### config.mk
export PLATFORM = sky130hd
export DESIGN_NAME = cfb_return_path
export DESIGN_NICKNAME = d
export VERILOG_FILES = /design/src/rtl/cfb_pkg.sv /design/src/rtl/cfb_prerot.sv /design/src/rtl/cfb_cordic_group.sv /design/src/rtl/cfb_align.sv /design/src/rtl/cfb_sub_sat.sv /design/src/rtl/cfb_return_path.sv
export SDC_FILE = /design/constraint.sdc
export NUM_CORES = 2
export LEC_CHECK = 0
export CAP_MARGIN = 30
export CORE_MARGIN = 2
export CORE_UTILIZATION = 54
export CTS_BUF_LIST = sky130_fd_sc_hd__clkbuf_2
export DETAILED_ROUTE_END_ITERATION = 8
export PLACE_DENSITY = 0.67
export SYNTH_ARGS = -nofsm -noshare
export SYNTH_HDL_FRONTEND = slang
export SYNTH_SLANG_ARGS = --single-unit
### constraint.sdc
create_clock -name clk -period 13.8 [get_ports clk]
set_input_delay 1.38 -clock clk [delete_from_list [all_inputs] [get_ports clk]]
set_output_delay 1.38 -clock clk [all_outputs]
set_load 0.02 [all_outputs]
### src/rtl/cfb_pkg.sv
package cfb_pkg;

  // Arctangent of 2^-i, scaled so that 2^15 units equal pi.
  function automatic int atan_ref(input int i);
    case (i)
      0: return 8192;
      1: return 4836;
      2: return 2555;
      3: return 1297;
      4: return 651;
      5: return 326;
      6: return 163;
      7: return 81;
      8: return 41;
      default: return 10430 >> i;
    endcase
  endfunction

  // Same table, rescaled to an angle word of aw bits.
  function automatic int atan_scaled(input int i, input int aw);
    int v;
    v = atan_ref(i);
    if (aw >= 16) return v <<< (aw - 16);
    return v >>> (16 - aw);
  endfunction

endpackage

### src/rtl/cfb_prerot.sv
module cfb_prerot #(
  parameter int DW    = 12,
  parameter int AW    = 16,
  parameter int GUARD = 4,
  parameter int IW    = DW + GUARD + 2
) (
  input  logic                 clk,
  input  logic                 rst,
  input  logic                 v_in,
  input  logic signed [DW-1:0] fb_i,
  input  logic signed [DW-1:0] fb_q,
  input  logic signed [AW-1:0] ang,
  output logic                 v_out,
  output logic signed [IW-1:0] x_out,
  output logic signed [IW-1:0] y_out,
  output logic signed [AW-1:0] z_out
);
  localparam logic signed [AW-1:0] QTR = AW'(1 << (AW - 2));

  logic signed [IW-1:0] xe, ye, xn, yn;
  logic signed [AW-1:0] zn;

  assign xe = IW'(fb_i) <<< GUARD;
  assign ye = IW'(fb_q) <<< GUARD;

  // Fold the angle into +/-pi/2 with an exact quarter turn.
  always_comb begin
    xn = xe;
    yn = ye;
    zn = ang;
    case (ang[AW-1:AW-2])
      2'b01: begin xn = -ye; yn = xe;  zn = ang - QTR; end
      2'b10: begin xn = ye;  yn = -xe; zn = ang + QTR; end
      default: ;
    endcase
  end

  always_ff @(posedge clk) begin
    if (rst) begin
      v_out <= 1'b0;
      x_out <= '0;
      y_out <= '0;
      z_out <= '0;
    end else begin
      v_out <= v_in;
      x_out <= xn;
      y_out <= yn;
      z_out <= zn;
    end
  end

  AST_PREROT_RANGE: assert property (@(posedge clk) disable iff (rst)
    v_out |-> (z_out >= -QTR && z_out <= QTR));

endmodule

### src/rtl/cfb_cordic_group.sv
module cfb_cordic_group
  import cfb_pkg::*;
#(
  parameter int IW    = 18,
  parameter int AW    = 16,
  parameter int FIRST = 0,
  parameter int CNT   = 3
) (
  input  logic                 clk,
  input  logic                 rst,
  input  logic                 v_in,
  input  logic signed [IW-1:0] x_in,
  input  logic signed [IW-1:0] y_in,
  input  logic signed [AW-1:0] z_in,
  output logic                 v_out,
  output logic signed [IW-1:0] x_out,
  output logic signed [IW-1:0] y_out,
  output logic signed [AW-1:0] z_out
);
  logic signed [IW-1:0] xs [0:CNT];
  logic signed [IW-1:0] ys [0:CNT];
  logic signed [AW-1:0] zs [0:CNT];

  // CNT chained micro-rotations, no register in between.
  always_comb begin
    xs[0] = x_in;
    ys[0] = y_in;
    zs[0] = z_in;
    for (int k = 0; k < CNT; k++) begin
      if (zs[k][AW-1]) begin
        xs[k+1] = xs[k] + (ys[k] >>> (FIRST + k));
        ys[k+1] = ys[k] - (xs[k] >>> (FIRST + k));
        zs[k+1] = zs[k] + AW'(atan_scaled(FIRST + k, AW));
      end else begin
        xs[k+1] = xs[k] - (ys[k] >>> (FIRST + k));
        ys[k+1] = ys[k] + (xs[k] >>> (FIRST + k));
        zs[k+1] = zs[k] - AW'(atan_scaled(FIRST + k, AW));
      end
    end
  end

  always_ff @(posedge clk) begin
    if (rst) begin
      v_out <= 1'b0;
      x_out <= '0;
      y_out <= '0;
      z_out <= '0;
    end else begin
      v_out <= v_in;
      x_out <= xs[CNT];
      y_out <= ys[CNT];
      z_out <= zs[CNT];
    end
  end

endmodule

### src/rtl/cfb_align.sv
module cfb_align #(
  parameter int W     = 24,
  parameter int DEPTH = 4
) (
  input  logic         clk,
  input  logic         rst,
  input  logic [W-1:0] d,
  output logic [W-1:0] q
);
  logic [W-1:0] st [0:DEPTH-1];

  always_ff @(posedge clk) begin
    if (rst) begin
      for (int k = 0; k < DEPTH; k++) st[k] <= '0;
    end else begin
      st[0] <= d;
      for (int k = 1; k < DEPTH; k++) st[k] <= st[k-1];
    end
  end

  assign q = st[DEPTH-1];

endmodule

### src/rtl/cfb_sub_sat.sv
module cfb_sub_sat #(
  parameter int DW    = 12,
  parameter int GUARD = 4,
  parameter int IW    = DW + GUARD + 2
) (
  input  logic                 clk,
  input  logic                 rst,
  input  logic                 v_in,
  input  logic signed [IW-1:0] rx,
  input  logic signed [IW-1:0] ry,
  input  logic signed [DW-1:0] ii,
  input  logic signed [DW-1:0] iq,
  output logic                 v_out,
  output logic signed [DW-1:0] out_i,
  output logic signed [DW-1:0] out_q
);
  localparam int SW = DW + 3;
  localparam logic signed [SW-1:0] MAXV = SW'((1 << (DW - 1)) - 1);
  localparam logic signed [SW-1:0] MINV = SW'(-(1 << (DW - 1)));
  localparam logic signed [IW-1:0] RND  = IW'(1 << (GUARD - 1));

  // 1/2 + 1/8 - 1/64 - 1/512 - 1/4096 = 0.60718
  function automatic logic signed [IW-1:0] gain(input logic signed [IW-1:0] a);
    return (a >>> 1) + (a >>> 3) - (a >>> 6) - (a >>> 9) - (a >>> 12);
  endfunction

  function automatic logic signed [DW-1:0] clip(input logic signed [SW-1:0] d);
    if (d > MAXV) return DW'(MAXV);
    if (d < MINV) return DW'(MINV);
    return DW'(d);
  endfunction

  logic signed [IW-1:0] ti, tq;
  logic signed [SW-1:0] rot_i, rot_q, di, dq;

  always_comb begin
    ti    = (gain(rx) + RND) >>> GUARD;
    tq    = (gain(ry) + RND) >>> GUARD;
    rot_i = SW'(ti);
    rot_q = SW'(tq);
    di    = SW'(ii) + ~rot_i + SW'(1);
    dq    = SW'(iq) + ~rot_q + SW'(1);
  end

  always_ff @(posedge clk) begin
    if (rst) begin
      v_out <= 1'b0;
      out_i <= '0;
      out_q <= '0;
    end else begin
      v_out <= v_in;
      if (v_in) begin
        out_i <= clip(di);
        out_q <= clip(dq);
      end
    end
  end

  AST_HOLD_IDLE: assert property (@(posedge clk) disable iff (rst)
    !v_in |=> ($stable(out_i) && $stable(out_q)));
  AST_CLIP_HIGH: assert property (@(posedge clk) disable iff (rst)
    (v_in && di > MAXV) |=> (out_i == DW'(MAXV)));
  AST_CLIP_LOW: assert property (@(posedge clk) disable iff (rst)
    (v_in && dq < MINV) |=> (out_q == DW'(MINV)));

endmodule

### src/rtl/cfb_return_path.sv
module cfb_return_path
  import cfb_pkg::*;
#(
  parameter int DW    = 12,
  parameter int AW    = 16,
  parameter int ITER  = 9,
  parameter int GRP   = 3,
  parameter int GUARD = 4
) (
  input  logic                 clk,
  input  logic                 rst,
  input  logic                 fb_valid,
  input  logic signed [DW-1:0] fb_i,
  input  logic signed [DW-1:0] fb_q,
  input  logic                 in_valid,
  input  logic signed [DW-1:0] in_i,
  input  logic signed [DW-1:0] in_q,
  input  logic                 ang_valid,
  input  logic signed [AW-1:0] ang,
  output logic                 out_valid,
  output logic signed [DW-1:0] out_i,
  output logic signed [DW-1:0] out_q
);
  localparam int IW   = DW + GUARD + 2;
  localparam int NGRP = (ITER + GRP - 1) / GRP;
  localparam int ALN  = NGRP + 1;

  logic                 fire;
  logic                 gv [0:NGRP];
  logic signed [IW-1:0] gx [0:NGRP];
  logic signed [IW-1:0] gy [0:NGRP];
  logic signed [AW-1:0] gz [0:NGRP];
  logic [2*DW-1:0]      fwd_d;

  assign fire = fb_valid & in_valid & ang_valid;

  cfb_prerot #(.DW(DW), .AW(AW), .GUARD(GUARD), .IW(IW)) u_prerot (
    .clk(clk), .rst(rst), .v_in(fire), .fb_i(fb_i), .fb_q(fb_q), .ang(ang),
    .v_out(gv[0]), .x_out(gx[0]), .y_out(gy[0]), .z_out(gz[0])
  );

  for (genvar g = 0; g < NGRP; g++) begin : g_stage
    localparam int FIRST = g * GRP;
    localparam int CNT   = (ITER - FIRST < GRP) ? (ITER - FIRST) : GRP;
    cfb_cordic_group #(.IW(IW), .AW(AW), .FIRST(FIRST), .CNT(CNT)) u_grp (
      .clk(clk), .rst(rst),
      .v_in(gv[g]), .x_in(gx[g]), .y_in(gy[g]), .z_in(gz[g]),
      .v_out(gv[g+1]), .x_out(gx[g+1]), .y_out(gy[g+1]), .z_out(gz[g+1])
    );
  end

  cfb_align #(.W(2 * DW), .DEPTH(ALN)) u_align (
    .clk(clk), .rst(rst), .d({in_i, in_q}), .q(fwd_d)
  );

  cfb_sub_sat #(.DW(DW), .GUARD(GUARD), .IW(IW)) u_sub (
    .clk(clk), .rst(rst), .v_in(gv[NGRP]),
    .rx(gx[NGRP]), .ry(gy[NGRP]),
    .ii(fwd_d[2*DW-1:DW]), .iq(fwd_d[DW-1:0]),
    .v_out(out_valid), .out_i(out_i), .out_q(out_q)
  );

  AST_RESIDUE_SMALL: assert property (@(posedge clk) disable iff (rst)
    gv[NGRP] |-> (((gz[NGRP] < 0) ? -gz[NGRP] : gz[NGRP])
                  <= AW'(atan_scaled(ITER - 1, AW) + 16)));

endmodule

==> reports/results.ini <==
[layout]
syn2layout_area_growth_pct=7.26
final_nets=5186
most-common-layout-cells=ha_1 (510), nor2_1 (479), inv_1 (314), xnor2_1 (309), dfxtp_1 (304)
final_common_cell=ha_1
drive_above_1_share_pct=5.39

[die]
rows=93
ios=94
die_y_um=260
start_util_pct=54.8
core_um2=64700
fp.dieW_um=260
die_area_um2=67800

[worst_setup_path]
path_common_cell=a21oi_1
cp_max_fo=36
reg2reg_from=g_stage[0].u_grp.z_out[15]
critPathLaunch=g_stage[0].u_grp.z_out[15]
critPathLaunchType=register
max_stage_delay_ps=650
critPathCapture=g_stage[1].u_grp.x_out[17]
slowest_stage=a2111oi_0
crit_type=reg -> reg
end_kind=register
required_ps=14720
critPathArrivalTime_ps=10180
r2r_end=g_stage[1].u_grp.x_out[17]
ff2ff_path_depth=35
reg2reg_slack_ps=4540

[clock_tree]
cts_tree=built
cts_root_buf=clkbuf_2
cts_hold_buf=0
cts_made_buffers=83
path_clk_slew_ps=100
cts_setup_buffers=0
cts-resized-gates=0
clk_latency_ps=1140
cts_htree_levels=3
cts_num_sinks=304
cts_buffer_depth=3

[run]
drv_cap=0

[drt]
drtIter0Drc=1772
ant_nets=0
wirelength_um=83900
wire_per_inst_um=15.4
dr.pass1.iters=5
via_per_inst=5.64
drcViolationCount=0
num_vias=30700

[synth]
synth-edff-count=0
synthCells=4437
synth_area_um2=35500
synthFlopType=dfxtp_1
async_reset_ff_share_pct=0
yosysWarnings=0
syn_area_per_cell_um2=8.00
ys_ff_latch=304
ys_seq_area_share_pct=17.2
synth_cell_type_count=101
synth_nets=5103

[sta]
slew_headroom_pct=34.3
finalMaxSlewViolations=0
setup_viol=0
rsz0062_at_grt=no
tns_ps=0
tightest_slew_ps=985
fmax_mhz=108
hold_violations=0
finalCriticalPeriod_ps=9260
fin_crit_sh_pct=67.1
skew_ps=98.0

[placement]
place_congestion=0.909
hpwl_um=67600
port_buffers=93

[status]
status=finished clean

[grt]
grtUsageTotal_pct=24.8
grt_overflow=0
grt_max_degree=181
grt_pass1_wl_um=141000
antenna_found_initial=2
first_global_vias=28800

[worst_hold_path]
min-delay-start=u_align.st[0][11]
hold_class=reg -> reg

==> worst max-delay path, delay by kind of cell, from the launching register on <==
family          cells  cell delay, ps
compound gates     20            4460
xor+xnor            3             500
fa+ha+maj           3             990
buf+inv             6            2350
flops               1             320
simple gates        3             450
==> final cells by class <==
type / instances / area [um^2]
antenna: 6 / 15.0
clock buffer: 107 / 536
clock inverter: 39 / 315
fill: 6186 / 26600
inverter: 318 / 1190
multi-input combinational: 3706 / 27800
sequential: 304 / 6090
tap: 855 / 1070
timing repair buffer: 107 / 1050
==> per-layer routing <==
layer	up-vias	global-route usage, %	wire (um)
met1	14100	34.5	41300
met5	-	0	0
li1	15900	-	-
met3	129	2.99	3100
met4	0	7.48	2030
met2	533	40.0	37400
==> cells in the mapped netlist (21+ instances only) <==
| master | n | area share [%] |
|---|---|---|
| nand2b_1 | 54 | 0.95 |
| o211ai_1 | 24 | 0.51 |
| o21a_1 | 77 | 1.6 |
| a21o_1 | 94 | 2.0 |
| fa_1 | 87 | 4.9 |
| o21bai_1 | 23 | 0.49 |
| nor3_1 | 163 | 2.3 |
| a31oi_1 | 46 | 0.81 |
| a211oi_1 | 60 | 1.3 |
| dfxtp_1 | 304 | 17 |
| nor4_1 | 28 | 0.49 |
| mux2_2 | 21 | 0.67 |
| and3_1 | 26 | 0.46 |
| o21ai_0 | 240 | 3.4 |
| ha_1 | 510 | 18 |
| nor2_1 | 479 | 5.1 |
| o31ai_1 | 28 | 0.59 |
| inv_1 | 314 | 3.3 |
| and2_1 | 22 | 0.39 |
| nor2b_1 | 198 | 3.5 |
| a21boi_0 | 43 | 0.91 |
| or2_2 | 42 | 0.74 |
| nand2_1 | 202 | 2.1 |
| clkbuf_1 | 97 | 1.0 |
| or3_1 | 47 | 0.83 |
| nand3_1 | 61 | 0.86 |
| a21oi_1 | 290 | 4.1 |
| xnor2_1 | 309 | 7.6 |
| xor2_1 | 181 | 4.5 |
| mux2i_1 | 30 | 0.85 |
==> kinds of logic (layout without fill, tap and decap cells) <==
logic type | after synthesis | in the layout | share of synthesized area, %
and+or+nand+nor | 1419 | 1419 | 19.9
AOI/OAI and AO/OA | 1135 | 1135 | 21.0
DFF | 304 | 304 | 17.2
xor gates and xnor gates | 502 | 502 | 12.8
muxes | 52 | 52 | 1.55
other | 0 | 6 | 0
adders and majority gates | 598 | 598 | 22.9
buffers and inverters | 427 | 571 | 4.55
==> how the worst min path moves through the flow <==
stage               cells past startpoint                        end  slack (ps)
floorplan                               1  g_stage[0].u_grp.z_out[0]         410
global placement                        1          u_align.st[1][19]         420
detailed placement                      1           u_align.st[3][4]         420
CTS                                     1          u_align.st[1][11]         340
global route                            1          u_align.st[1][22]         340
finish                                  1          u_align.st[1][11]         350
==> registers in the layout, summed over array words and instances, names as in the netlist, 14 cells and up <==
signal,count
g_stage.u_grp.x_out,52
u_prerot.y_out,14
g_stage.u_grp.y_out,51
u_prerot.x_out,14
g_stage.u_grp.z_out,32
u_prerot.z_out,16
u_align.st,96
==> metrics by stage <==
stage	instance area [um^2]	setup WS (ps)	utilization [%]	hold slack (ps)	std cells
after floorplan	35500	5680	-	414	4437
after global placement	37200	4890	57.5	416	5289
after detailed placement	37200	4690	57.5	422	5290
after CTS	38000	4600	58.8	344	5436
after global routing	38100	3670	58.8	345	5442
final	38100	4540	58.8	354	5442
Power is left out: the tool's default activity adds up to more than one toggle a clock period on the data nets, which glitch-free logic cannot reach.
